## src/rtl/ulog_pkg.sv

```systemverilog
package ulog_pkg;

  // Pattern that programs bit k and every bit below it.
  function automatic logic [7:0] prog_pattern(input logic [2:0] k);
    logic [7:0] p;
    p = 8'hFF << (k + 3'd1);
    if (k == 3'd7) p = 8'h00;
    return p;
  endfunction

  function automatic logic [3:0] zero_bits(input logic [7:0] b);
    logic [3:0] n;
    n = 4'd0;
    for (int i = 0; i < 8; i++) begin
      if (!b[i]) n = n + 4'd1;
    end
    return n;
  endfunction

  typedef enum logic [1:0] {
    SC_REQ  = 2'd0,
    SC_WAIT = 2'd1,
    SC_EVAL = 2'd2,
    SC_DONE = 2'd3
  } scan_state_t;

endpackage

```

## src/rtl/ulog_scan.sv

```systemverilog
module ulog_scan
  import ulog_pkg::*;
#(
  parameter int NBYTES = 540,
  parameter int ADDR_W = 10,
  parameter int CNT_W  = 13
) (
  input  logic              clk,
  input  logic              rst,
  input  logic              busy,
  input  logic [7:0]        rdata,
  output logic [ADDR_W-1:0] rd_addr,
  output logic              load,
  output logic [CNT_W-1:0]  load_val
);

  localparam logic [ADDR_W-1:0] LAST = ADDR_W'(NBYTES - 1);

  scan_state_t      st;
  logic [CNT_W-1:0] acc;

  always_ff @(posedge clk) begin
    if (rst) begin
      st       <= SC_REQ;
      rd_addr  <= '0;
      acc      <= '0;
      load     <= 1'b0;
      load_val <= '0;
    end else begin
      load <= 1'b0;
      unique case (st)
        SC_REQ:  if (!busy) st <= SC_WAIT;
        SC_WAIT: st <= SC_EVAL;
        SC_EVAL: begin
          if (rdata == 8'h00) begin
            if (rd_addr == LAST) begin
              load_val <= acc + CNT_W'(8);
              load     <= 1'b1;
              st       <= SC_DONE;
            end else begin
              acc     <= acc + CNT_W'(8);
              rd_addr <= rd_addr + 1'b1;
              st      <= SC_REQ;
            end
          end else begin
            load_val <= acc + CNT_W'(zero_bits(rdata));
            load     <= 1'b1;
            st       <= SC_DONE;
          end
        end
        default: st <= SC_DONE;
      endcase
    end
  end

  // a result is delivered only once per scan
  p_single_load_r5: assert property (@(posedge clk) disable iff (rst)
    load |=> !load);

endmodule

```

## src/rtl/ulog_writer.sv

```systemverilog
module ulog_writer
  import ulog_pkg::*;
#(
  parameter int ADDR_W = 10,
  parameter int CNT_W  = 13
) (
  input  logic              clk,
  input  logic              rst,
  input  logic              tick,
  input  logic              ready,
  input  logic              full,
  input  logic              busy,
  input  logic [CNT_W-1:0]  count,
  output logic              we,
  output logic [ADDR_W-1:0] waddr,
  output logic [7:0]        wdata,
  output logic              issue
);

  logic pend;

  always_comb begin
    issue = ready && !full && !busy && !we && (tick || pend);
  end

  always_ff @(posedge clk) begin
    if (rst) begin
      pend  <= 1'b0;
      we    <= 1'b0;
      waddr <= '0;
      wdata <= 8'hFF;
    end else begin
      we <= issue;
      if (issue) begin
        waddr <= ADDR_W'(count >> 3);
        wdata <= prog_pattern(count[2:0]);
        pend  <= 1'b0;
      end else if (full) begin
        pend <= 1'b0;
      end else if (tick) begin
        pend <= 1'b1;
      end
    end
  end

  // the write strobe lasts one cycle
  p_single_strobe_r3: assert property (@(posedge clk) disable iff (rst)
    we |=> !we);

  // every programmed pattern clears the lowest bit of its byte
  p_low_bit_cleared_r2: assert property (@(posedge clk) disable iff (rst)
    we |-> (wdata[0] == 1'b0));

endmodule

```

## src/rtl/unary_minute_log.sv

```systemverilog
module unary_minute_log
  import ulog_pkg::*;
#(
  parameter int CAPACITY = 4320,
  localparam int NBYTES  = CAPACITY / 8,
  localparam int ADDR_W  = $clog2(NBYTES),
  localparam int CNT_W   = $clog2(CAPACITY + 1)
) (
  input  logic              clk,
  input  logic              rst,
  input  logic              tick,
  output logic [ADDR_W-1:0] flash_addr,
  output logic [7:0]        flash_wdata,
  output logic              flash_we,
  input  logic [7:0]        flash_rdata,
  input  logic              flash_busy,
  output logic [CNT_W-1:0]  count,
  output logic              full,
  output logic              ready
);

  localparam logic [CNT_W-1:0] CAP = CNT_W'(CAPACITY);

  logic [ADDR_W-1:0] scan_addr, wr_addr;
  logic              scan_load, issue;
  logic [CNT_W-1:0]  scan_val, count_next;

  ulog_scan #(.NBYTES(NBYTES), .ADDR_W(ADDR_W), .CNT_W(CNT_W)) u_scan (
    .clk(clk), .rst(rst), .busy(flash_busy), .rdata(flash_rdata),
    .rd_addr(scan_addr), .load(scan_load), .load_val(scan_val)
  );

  ulog_writer #(.ADDR_W(ADDR_W), .CNT_W(CNT_W)) u_wr (
    .clk(clk), .rst(rst), .tick(tick), .ready(ready), .full(full),
    .busy(flash_busy), .count(count), .we(flash_we), .waddr(wr_addr),
    .wdata(flash_wdata), .issue(issue)
  );

  always_comb begin
    count_next = count;
    if (scan_load)  count_next = scan_val;
    else if (issue) count_next = count + 1'b1;
  end

  always_ff @(posedge clk) begin
    if (rst) begin
      count <= '0;
      full  <= 1'b0;
      ready <= 1'b0;
    end else begin
      count <= count_next;
      full  <= (count_next == CAP);
      if (scan_load) ready <= 1'b1;
    end
  end

  assign flash_addr = ready ? wr_addr : scan_addr;

  // no programming before the rebuild has finished
  p_no_write_in_scan_r8: assert property (@(posedge clk) disable iff (rst)
    !ready |-> !flash_we);

  // the record at capacity is reported full
  p_full_at_cap_r6: assert property (@(posedge clk) disable iff (rst)
    (ready && count == CAP) |-> full);

  // a saturated counter issues no further writes
  p_sat_quiet_r7: assert property (@(posedge clk) disable iff (rst)
    (full && $past(full)) |-> !flash_we);

  // monotonic single steps once running
  p_count_step_r9: assert property (@(posedge clk) disable iff (rst)
    (ready && $past(ready)) |->
      (count == $past(count) || count == $past(count) + 1'b1));

  // strobe only toward an idle flash
  p_we_idle_r3: assert property (@(posedge clk) disable iff (rst)
    $rose(flash_we) |-> $past(!flash_busy));

endmodule

```

## config.mk

```make
export PLATFORM = sky130hd
export DESIGN_NAME = unary_minute_log
export DESIGN_NICKNAME = d
export VERILOG_FILES = /design/src/rtl/ulog_pkg.sv /design/src/rtl/ulog_scan.sv /design/src/rtl/ulog_writer.sv /design/src/rtl/unary_minute_log.sv
export SDC_FILE = /design/constraint.sdc
export NUM_CORES = 1
export LEC_CHECK = 0
export BUFFER_PORTS_ARGS = -buffer_cell sky130_fd_sc_hd__buf_2
export CAP_MARGIN = 20
export CORE_MARGIN = 2
export CORE_UTILIZATION = 35
export CTS_BUF_LIST = sky130_fd_sc_hd__clkbuf_4
export DETAILED_ROUTE_END_ITERATION = 8
export PLACE_DENSITY_LB_ADDON = 0.15
export SLEW_MARGIN = 20
export SYNTH_ARGS = -nofsm -noshare
export SYNTH_HDL_FRONTEND = slang
export SYNTH_SLANG_ARGS = --single-unit
```

## constraint.sdc

```tcl
create_clock -name clk -period 12 [get_ports clk]
set_clock_uncertainty 0.05 [all_clocks]
set_input_delay 0.6 -clock clk [delete_from_list [all_inputs] [get_ports clk]]
set_output_delay 0.6 -clock clk [all_outputs]
set_load 0.02 [all_outputs]
```

==> results.toml, run 1 <==
[sta]
maxSlewHeadroom_pct = 40.7
rsz0062_at_grt = "false"
final_hold_viol_count = 0
worst_pin_slew_ps = 886
setup_tns_ps = 0
slew_violations = 0
setup_viol = 0
period_needed_ps = 4470
max_freq_mhz = 224
period_share_pct = 37.2

[synthesis]
yosysUniqueCellTypes = 61
ys_seq_area_share_pct = 35.8
syn_area_mm2 = 0.00397
synth_area_leader_cell = "dfxtp_1"
synth_top_area_share_pct = 35.8
synth-edff-count = 0
ys_ff_latch = 71
async_reset_ff_share_pct = 0
synth_nets = 505
synth_ff_type = "dfxtp_1"
synth_warnings = 0
ys_top_cells_by_area = "dfxtp_1, xnor2_1, nand2_1, ha_1, nor2_1"
syn_inst = 475
avgSynthCellArea_um2 = 8.36

[floorplan]
coreArea_mm2 = 0.0109
start_util_pct = 36.3
die-area_mm2 = 0.0122
ios = 46
fp.dieH_um = 110
row_count = 38
fp.dieW_um = 110

[detailed_routing]
drc_errors = 0
finalWirelength_um = 8850
vias_per_cell = 4.99
dr.first_iter.drc_count = 220
vias = 3272
dr.pass1.iters = 4
antenna_left = 0
wire_per_inst_um = 13.5

[clock_tree]
clk_latency_ps = 420
h-tree-depth = 3
cts_num_sinks = 71
clockBufferDepth = 2
cts-resized-gates = 0
cts_hold_buf = 0
cts_tree = "done"
cts-root-buf = "clkbuf_4"
path_clk_slew_ps = 130
post_cts_buffers = 0
cts_buffers = 9

[placement]
post_dp_cell_area_mm2 = 0.00429
io_buffers = 45
gp_congestion = 0.862
dp_cells = 639
dp_hpwl_um = 6600

[critical_path]
r2r_start = "ready"
worst_setup_path_end_kind = "flip-flop"
path_max_fanout = 5
start_kind = "input pin"
cp.arrival_ps = 4740
cp.required_ps = 12280
crit_type = "in -> reg"
worstSetupStartpoint = "flash_rdata[0]"

[global_route]
grt_overflow_total = 0
antenna_found_initial = 1
grt_pass1_wl_um = 14900
grt_pass1_vias = 3020
track_usage_pct = 14.8
grt_start_max_net_pins = 62

[layout]
finalCoreUtilization_pct = 40.5
final_cell_count_no_fill = 656
nets = 540
fill_cells = 1163
syn2layout_area_growth_pct = 11.6
drive_gt1_share_pct = 16.3
stdcell_area_mm2 = 0.00443

[flow_run]
cap_viol_max_count = 0

[power]
power_mw = 0.497
p_leak_nw = 1.72
ir_drop_v = 0.0000585
pwr_density_cell_mw_per_mm2 = 112

[hold_path]
hp-class = "reg -> reg"
hold_start = "u_wr.wdata[0]"

[outcome]
outcome = "complete, no violations"
[flip-flops by register name (all words and copies together) (netlist names)]
name,cells
count,13
u_scan.load_val,13
u_scan.acc,10
u_scan.rd_addr,10
u_wr.waddr,10
u_wr.wdata,8
u_scan.st,2
full,1
ready,1
u_scan.load,1
u_wr.pend,1
u_wr.we,1
[critical path, cell delays in order]
cell	delay, ps
buf_2	100
inv_1	60
ha_1	410
xnor2_4	260
ha_1	310
xor2_1	180
mux2i_1	130
nor2_1	50
a21oi_1	170
ha_1	270
nand2_1	70
nor2_1	60
o2111ai_1	250
o21ai_1	110
a2111oi_2	430
xor2_1	140
ha_1	210
ha_1	170
mux2i_1	290
nor2_1	100
xnor2_1	130
a211oi_1	220
[layout make-up]
cell class / instances / area, um^2 / area share [%]
Antenna cell: 1 / 2.50 / 0.0565
Clock buffer: 9 / 67.6 / 1.53
Clock inverter: 7 / 72.6 / 1.64
Inverter: 15 / 56.3 / 1.27
Multi-Input combinational cell: 366 / 2390 / 54.0
Sequential cell: 71 / 1420 / 32.1
Tap cell: 140 / 175 / 3.95
Timing Repair Buffer: 47 / 240 / 5.42
[stage by stage]
stage,setup WS (ps),hold slack (ps)
floorplan,7570,381
global placement,7210,381
detailed placement,7090,388
CTS,7540,399
global route,7050,412
finish,7530,403
[per-layer routing]
metal  GRT usage, %  vias up  wire (um)
met5              0        -          0
met4           6.42        0        212
met3           3.02       15        324
met2           22.8       74       3910
met1           20.2     1469       4400
li1               -     1714          -
[cells in the mapped netlist (all sizes together) (9+ instances only)]
cell type / number
or3: 9
a21oi: 29
o21ai: 15
nor2: 61
xnor2: 31
nor3: 9
mux2i: 12
ha: 18
dfxtp: 71
inv: 13
nand3: 14
xor2: 16
mux2: 9
nand2: 61
a211oi: 16
clkbuf: 16
[path summary, 6_finish.rpt]
check / cells past startpoint / endpoint / slack [ps]
hold reg to reg: 2 / u_wr.wdata[0] / 400
setup / recovery: 22 / u_scan.load_val[9] / 7530
hold / removal: 2 / u_wr.wdata[0] / 400
setup reg to reg: 7 / full / 8830
[cells by family (layout without fill, tap and decap cells)]
kind of cell / count (synthesis) / in the layout / synth area share, %
xor+xnor: 48 / 48 / 11.6
flops: 71 / 71 / 35.8
simple gates: 197 / 197 / 24.0
other cells: 0 / 1 / 0
buf+inv: 38 / 78 / 3.88
mux: 21 / 21 / 5.58
compound gates: 82 / 82 / 13.5
fa+ha+maj: 18 / 18 / 5.67
[cells in the final DEF (no fill, tap or decap), drive strengths merged, types with 2 or more instances in the layout]
cell,synthesis,layout
nor3b,2,2
or2,2,2
or4,2,2
nor4,6,6
a21oi,29,29
buf,7,47
mux2i,12,12
or3,9,9
nor2,61,61
o21ai,15,15
xor2,16,16
nor2b,8,8
nand4,7,7
o311ai,2,2
a211oi,16,16
mux2,9,9
and3,5,5
a32oi,2,2
clkinv,2,6
dfxtp,71,71
ha,18,18
xnor2,31,31
nor3,9,9
nand2,61,61
clkbuf,16,9
nand3,14,14
and2,6,6
inv,13,14
o211ai,3,3
o2111ai,3,3
[report_power, final]
part	leakage, nW	internal [mW]	switching [mW]
clock	0.0739	0.0638	0.0900
combinational	1.07	0.0384	0.0536
sequential	0.575	0.243	0.00793
No activity file was read; power rests on OpenSTA's default activity.
==> run 2, diff against run 1 <==
==> constraint.sdc (replaced) <==
create_clock -name clk -period 4.3 [get_ports clk]
set_clock_uncertainty 0.05 [all_clocks]
set_input_delay 0.215 -clock clk [delete_from_list [all_inputs] [get_ports clk]]
set_output_delay 0.215 -clock clk [all_outputs]
set_load 0.02 [all_outputs]
==> results.toml, run 2 (same netlist as run 1, synthesis figures left out) <==
[outcome]
outcome = "complete, no violations"

[floorplan]
ios = 46
fp.dieW_um = 110
row_count = 38
die-area_mm2 = 0.0122
fp.dieH_um = 110
coreArea_mm2 = 0.0109
start_util_pct = 36.3

[placement]
dp_cells = 646
io_buffers = 45
dp_hpwl_um = 6740
pre_cts_slack_ps = -20.0
gp_congestion = 0.849

[critical_path]
reg2reg_depth = 7
path_max_fanout = 4
crit_type = "in -> reg"
worst_setup_path_end_kind = "flip-flop"
r2r-end = "full"
rrSetupSlack_ps = 1460
cp.required_ps = 4600
cp.arrival_ps = 4170
r2r_start = "ready"
crit_path_cell_trace = "buf_2, inv_1, ha_1, xnor2_4, ha_1, xor2_1, mux2i_1, nor2_1, a21oi_1, ha_1, nand2_1, nor2_1, o2111ai_1, o21ai_1, a2111oi_2, xor2_1, ha_1, ha_1, mux2i_1, buf_4, nor2_1, xnor2_1, a211oi_1"
start_kind = "input pin"
slowest_delay_ps = 410
cpMaxStageDelayCell = "a2111oi_2"
critPathMostFrequentCell = "ha_1"

[sta]
rsz0062_at_grt = "false"
slew_violations = 0
maxSlewHeadroom_pct = 58.3
worst_pin_slew_ps = 626
max_freq_mhz = 258
period_share_pct = 90.0
setup_viol = 0
period_needed_ps = 3870
final_hold_viol_count = 0
worst_slack_ps = 429

[global_route]
grt_start_max_net_pins = 61
track_usage_pct = 15.4
grt_pass1_vias = 3163
grt_pass1_wl_um = 15500
grt_overflow_total = 0
antenna_found_initial = 1

[hold_path]
whs_endpoint = "u_wr.wdata[2]"
min_path_cells = 3
hp-class = "in -> reg"
hold_start = "rst"

[layout]
final_cell_count_no_fill = 664
final_cell_mix = "dfxtp_1, nand2_1, nor2_1"
largestRegisters = "count (13), u_scan.load_val (13)"
final_common_cell = "dfxtp_1"
syn2layout_area_growth_pct = 13.9
nets = 548
finalCoreUtilization_pct = 41.3
fill_cells = 1151
drive_gt1_share_pct = 17.6

[clock_tree]
cts_num_sinks = 71
cts_buffers = 9
post_cts_buffers = 0
clockBufferDepth = 2
h-tree-depth = 3
cts_tree = "done"
clk_latency_ps = 440
cts-resized-gates = 0
cts-root-buf = "clkbuf_4"
path_clk_slew_ps = 130

[detailed_routing]
finalWirelength_um = 9060
antenna_left = 0
vias_per_cell = 4.98
vias = 3310
drc_errors = 0
dr.pass1.iters = 4
dr.first_iter.drc_count = 183
wire_per_inst_um = 13.6

[power]
pwr_density_cell_mw_per_mm2 = 327
sw_frac_of_total_pct = 29.4
power_mw = 1.48
clkPwrFrac_pct = 34.3
ir_drop_v = 0.000128
power_switching_mw = 0.435
p_int_mw = 1.04
combPwrFrac_pct = 18.2
p_seq_share_pct = 47.5
p_leak_nw = 1.77

[flow_run]
cap_viol_max_count = 0
-- run 2: cell count changes in the layout (fill, tap and decap cells not counted), sizes merged --
cell	delta
buf	+7
bufinv	+1
clkbuf	+1
clkinv	-4
clkinvlp	+1
dlygate4sd3	+1
inv	+1
-- run 2: metal layers --
layer	part of all wire [%]	routed length, um	global-route usage (%)	vias to the layer above
li1	-	-	-	1729
met3	3.5	317	3.79	13
met2	45	4080	24.6	61
met4	2.0	178	5.25	0
met1	49	4480	20.3	1507
met5	0	0	0	-
-- run 2: worst max path at each step --
stage / from / slack, ps / cells after the start / end
detailed placement: flash_rdata[0] / -20 / 23 / u_scan.load_val[9]
CTS: flash_rdata[0] / 440 / 23 / u_scan.load_val[9]
global route: flash_rdata[0] / 130 / 23 / u_scan.load_val[9]
global placement: flash_rdata[0] / 90 / 23 / u_scan.load_val[9]
finish: flash_rdata[0] / 430 / 23 / u_scan.load_val[9]
floorplan: flash_rdata[0] / 250 / 21 / u_scan.load_val[7]
-- run 2: cell type report --
| class | instances | area [um^2] | share of cell area (%) |
|---|---|---|---|
| sequential | 71 | 1420 | 31.5 |
| clock inverter | 6 | 92.6 | 2.05 |
| timing repair buffer | 55 | 303 | 6.70 |
| tap | 140 | 175 | 3.88 |
| inverter | 15 | 56.3 | 1.25 |
| clock buffer | 10 | 75.1 | 1.66 |
| antenna | 1 | 2.50 | 0.0554 |
| multi-input combinational | 366 | 2390 | 53.0 |
-- run 2: stage by stage --
step                      hold slack [ps]  setup TNS, ps  instance area [um^2]
after floorplan                       343              0                  3970
after global placement                379              0                  4340
after detailed placement              384          -62.1                  4340
after CTS                             113              0                  4520
after global routing                  115              0                  4520
final                                 147              0                  4520
-- run 2: worst max-delay path: cells and delay by family --
family / cells / cell delay (ps)
fa+ha+maj: 5 / 1410
compound gates: 5 / 1130
xor+xnor: 4 / 590
buf+inv: 3 / 310
mux: 2 / 260
simple gates: 4 / 240
-- run 2: power groups by stage --
| stage | sequential (mW) | combinational [mW] | clock (mW) |
|---|---|---|---|
| after detailed placement | 0.716 | 0.270 | 0 |
| after floorplan | 0.716 | 0.202 | 0 |
| after global placement | 0.716 | 0.264 | 0 |
| after global routing | 0.705 | 0.306 | 0.551 |
| final | 0.701 | 0.269 | 0.506 |
| after CTS | 0.701 | 0.272 | 0.525 |
-- run 2: what timing repair did --
item,in CTS,in global routing
hold endpoints to repair,1,0
hold buffers,1,0
endpoints found under the setup margin,0,0
==> run 3, diff against run 2 <==
--- a/config.mk
+++ b/config.mk
@@ -7,6 +7,7 @@
 export LEC_CHECK = 0
 export BUFFER_PORTS_ARGS = -buffer_cell sky130_fd_sc_hd__buf_2
 export CAP_MARGIN = 20
+export CORE_ASPECT_RATIO = 0.8
 export CORE_MARGIN = 2
 export CORE_UTILIZATION = 35
 export CTS_BUF_LIST = sky130_fd_sc_hd__clkbuf_4
==> results.toml, run 3 (same netlist as run 1, synthesis figures left out) <==
[outcome]
outcome = "complete, no violations"

[critical_path]
crit_type = "in -> reg"
crit_path_cell_trace = "buf_2, inv_1, ha_1, xnor2_4, ha_1, xor2_1, mux2i_1, nor2_1, a21oi_1, ha_1, nand2_1, nor2_1, o2111ai_1, o21ai_1, a2111oi_2, xor2_1, ha_1, mux2i_1, nor4_1, xnor2_1, a211oi_1"
start_kind = "input pin"
cpMaxStageDelayCell = "ha_1"
worstSetupStartpoint = "flash_rdata[0]"
worst_setup_path_end_kind = "flip-flop"
r2r-end = "full"
path_max_fanout = 4
reg2reg_depth = 8
r2r_start = "ready"
cp.arrival_ps = 4250
slowest_delay_ps = 390
rrSetupSlack_ps = 1200
critPathMostFrequentCell = "ha_1"
cp.required_ps = 4600

[placement]
gp_congestion = 0.823
dp_hpwl_um = 6890
post_dp_cell_area_mm2 = 0.00435
pre_cts_slack_ps = -61.9
io_buffers = 45

[clock_tree]
cts_hold_buf = 0
clockBufferDepth = 2
path_clk_slew_ps = 100
h-tree-depth = 3
cts-resized-gates = 0
cts_num_sinks = 71
cts_tree = "done"
cts_buffers = 9
post_cts_buffers = 0
cts-root-buf = "clkbuf_4"
clk_latency_ps = 430

[detailed_routing]
drt-met1-wl_um = 5020
vias = 3343
dr.pass1.iters = 4
wire_per_inst_um = 13.9
finalWirelength_um = 9230
antenna_left = 0
drc_errors = 0
vias_per_cell = 5.02
maxUsedRoutingLayer = "met4"
met3WireLength_um = 413
dr.first_iter.drc_count = 143
wl_met2_um = 3700

[global_route]
grt_pass1_wl_um = 15400
grt_overflow_total = 0
grt_pass1_vias = 3039
track_usage_pct = 16.1
grt_start_max_net_pins = 62
antenna_found_initial = 0

[power]
p_int_mw = 0.931
power_switching_mw = 0.401
p_seq_share_pct = 52.6
sw_frac_of_total_pct = 30.1
ir_drop_v = 0.0000893
pwr_density_cell_mw_per_mm2 = 299
clkPwrFrac_pct = 26.9
p_leak_nw = 1.74
combPwrFrac_pct = 20.6

[sta]
holdWs_ps = 45.0
max_freq_mhz = 253
maxSlewHeadroom_pct = 56.7
worst_pin_slew_ps = 648
period_share_pct = 91.9
rsz0062_at_grt = "false"
worst_slack_ps = 347
slew_violations = 0
period_needed_ps = 3950
final_hold_viol_count = 0
setup_viol = 0

[hold_path]
whs_endpoint = "u_scan.st[0]"
hp-class = "in -> reg"
min_path_cells = 3
hold_start = "flash_busy"

[floorplan]
ios = 46
row_count = 34
fp.dieH_um = 99.2
start_util_pct = 36.2
fp.dieW_um = 123
die-area_mm2 = 0.0122
coreArea_mm2 = 0.0110

[layout]
stdcell_area_mm2 = 0.00445
final_cell_mix = "dfxtp_1, nand2_1, nor2_1"
largestRegisters = "count (13), u_scan.load_val (13)"
final_common_cell = "dfxtp_1"
nets = 548
antenna_cells = 0
drive_gt1_share_pct = 17.0
syn2layout_area_growth_pct = 12.2

[flow_run]
cap_viol_max_count = 0
## run 3: cell types whose count changed in the layout (fill, tap and decap cells not counted)
cell,before,now
buf_4,9,10
bufinv_16,2,0
clkbuf_4,10,12
clkinv_1,2,5
clkinvlp_4,2,0
diode_2,1,0
dlygate4sd3_1,1,0
inv_6,2,0
## run 3: area by class of cell
type / instances / area (um^2)
clock buffer: 12 / 90.1
clock inverter: 3 / 11.3
fill: 1163 / 6520
inverter: 15 / 56.3
multi-input combinational: 366 / 2390
sequential: 71 / 1420
tap: 144 / 180
timing repair buffer: 55 / 300
## run 3: how the worst max path moves through the flow
stage / slack [ps] / endpoint / cells after the start
global placement: 30 / u_scan.load_val[7] / 23
global route: 6 / u_scan.load_val[10] / 22
CTS: 390 / u_scan.load_val[10] / 21
finish: 350 / u_scan.load_val[10] / 21
detailed placement: -60 / u_scan.load_val[10] / 21
floorplan: 250 / u_scan.load_val[7] / 21
## run 3: critical path: cells and delay by family
kind	cells	cell delay, ps
buf+inv	2	160
fa+ha+maj	4	1260
simple gates	4	550
mux	2	280
xor+xnor	4	690
compound gates	5	1100
## run 3: layer usage
metal  track usage (%)  vias to the layer above
li1                  -                     1737
met1              23.5                     1540
met2              23.2                       57
met3              4.47                        9
met4              4.46                        0
met5                 0                        -
## run 3: through the flow
stage               power, mW  instances  setup TNS, ps  util, %
detailed placement      0.992        651           -179     39.6
finish                   1.33        666              0     40.6
global placement        0.988        651              0     39.6
CTS                      1.35        666              0     40.6
global route             1.41        666              0     40.6
floorplan               0.917        475              0        -
## run 3: power by group through the flow
| stage | registers (mW) | logic, mW | clock network (mW) |
|---|---|---|---|
| after floorplan | 0.716 | 0.202 | 0 |
| after global placement | 0.716 | 0.272 | 0 |
| after detailed placement | 0.716 | 0.276 | 0 |
| after CTS | 0.701 | 0.277 | 0.371 |
| after global routing | 0.705 | 0.310 | 0.393 |
| final | 0.700 | 0.274 | 0.358 |
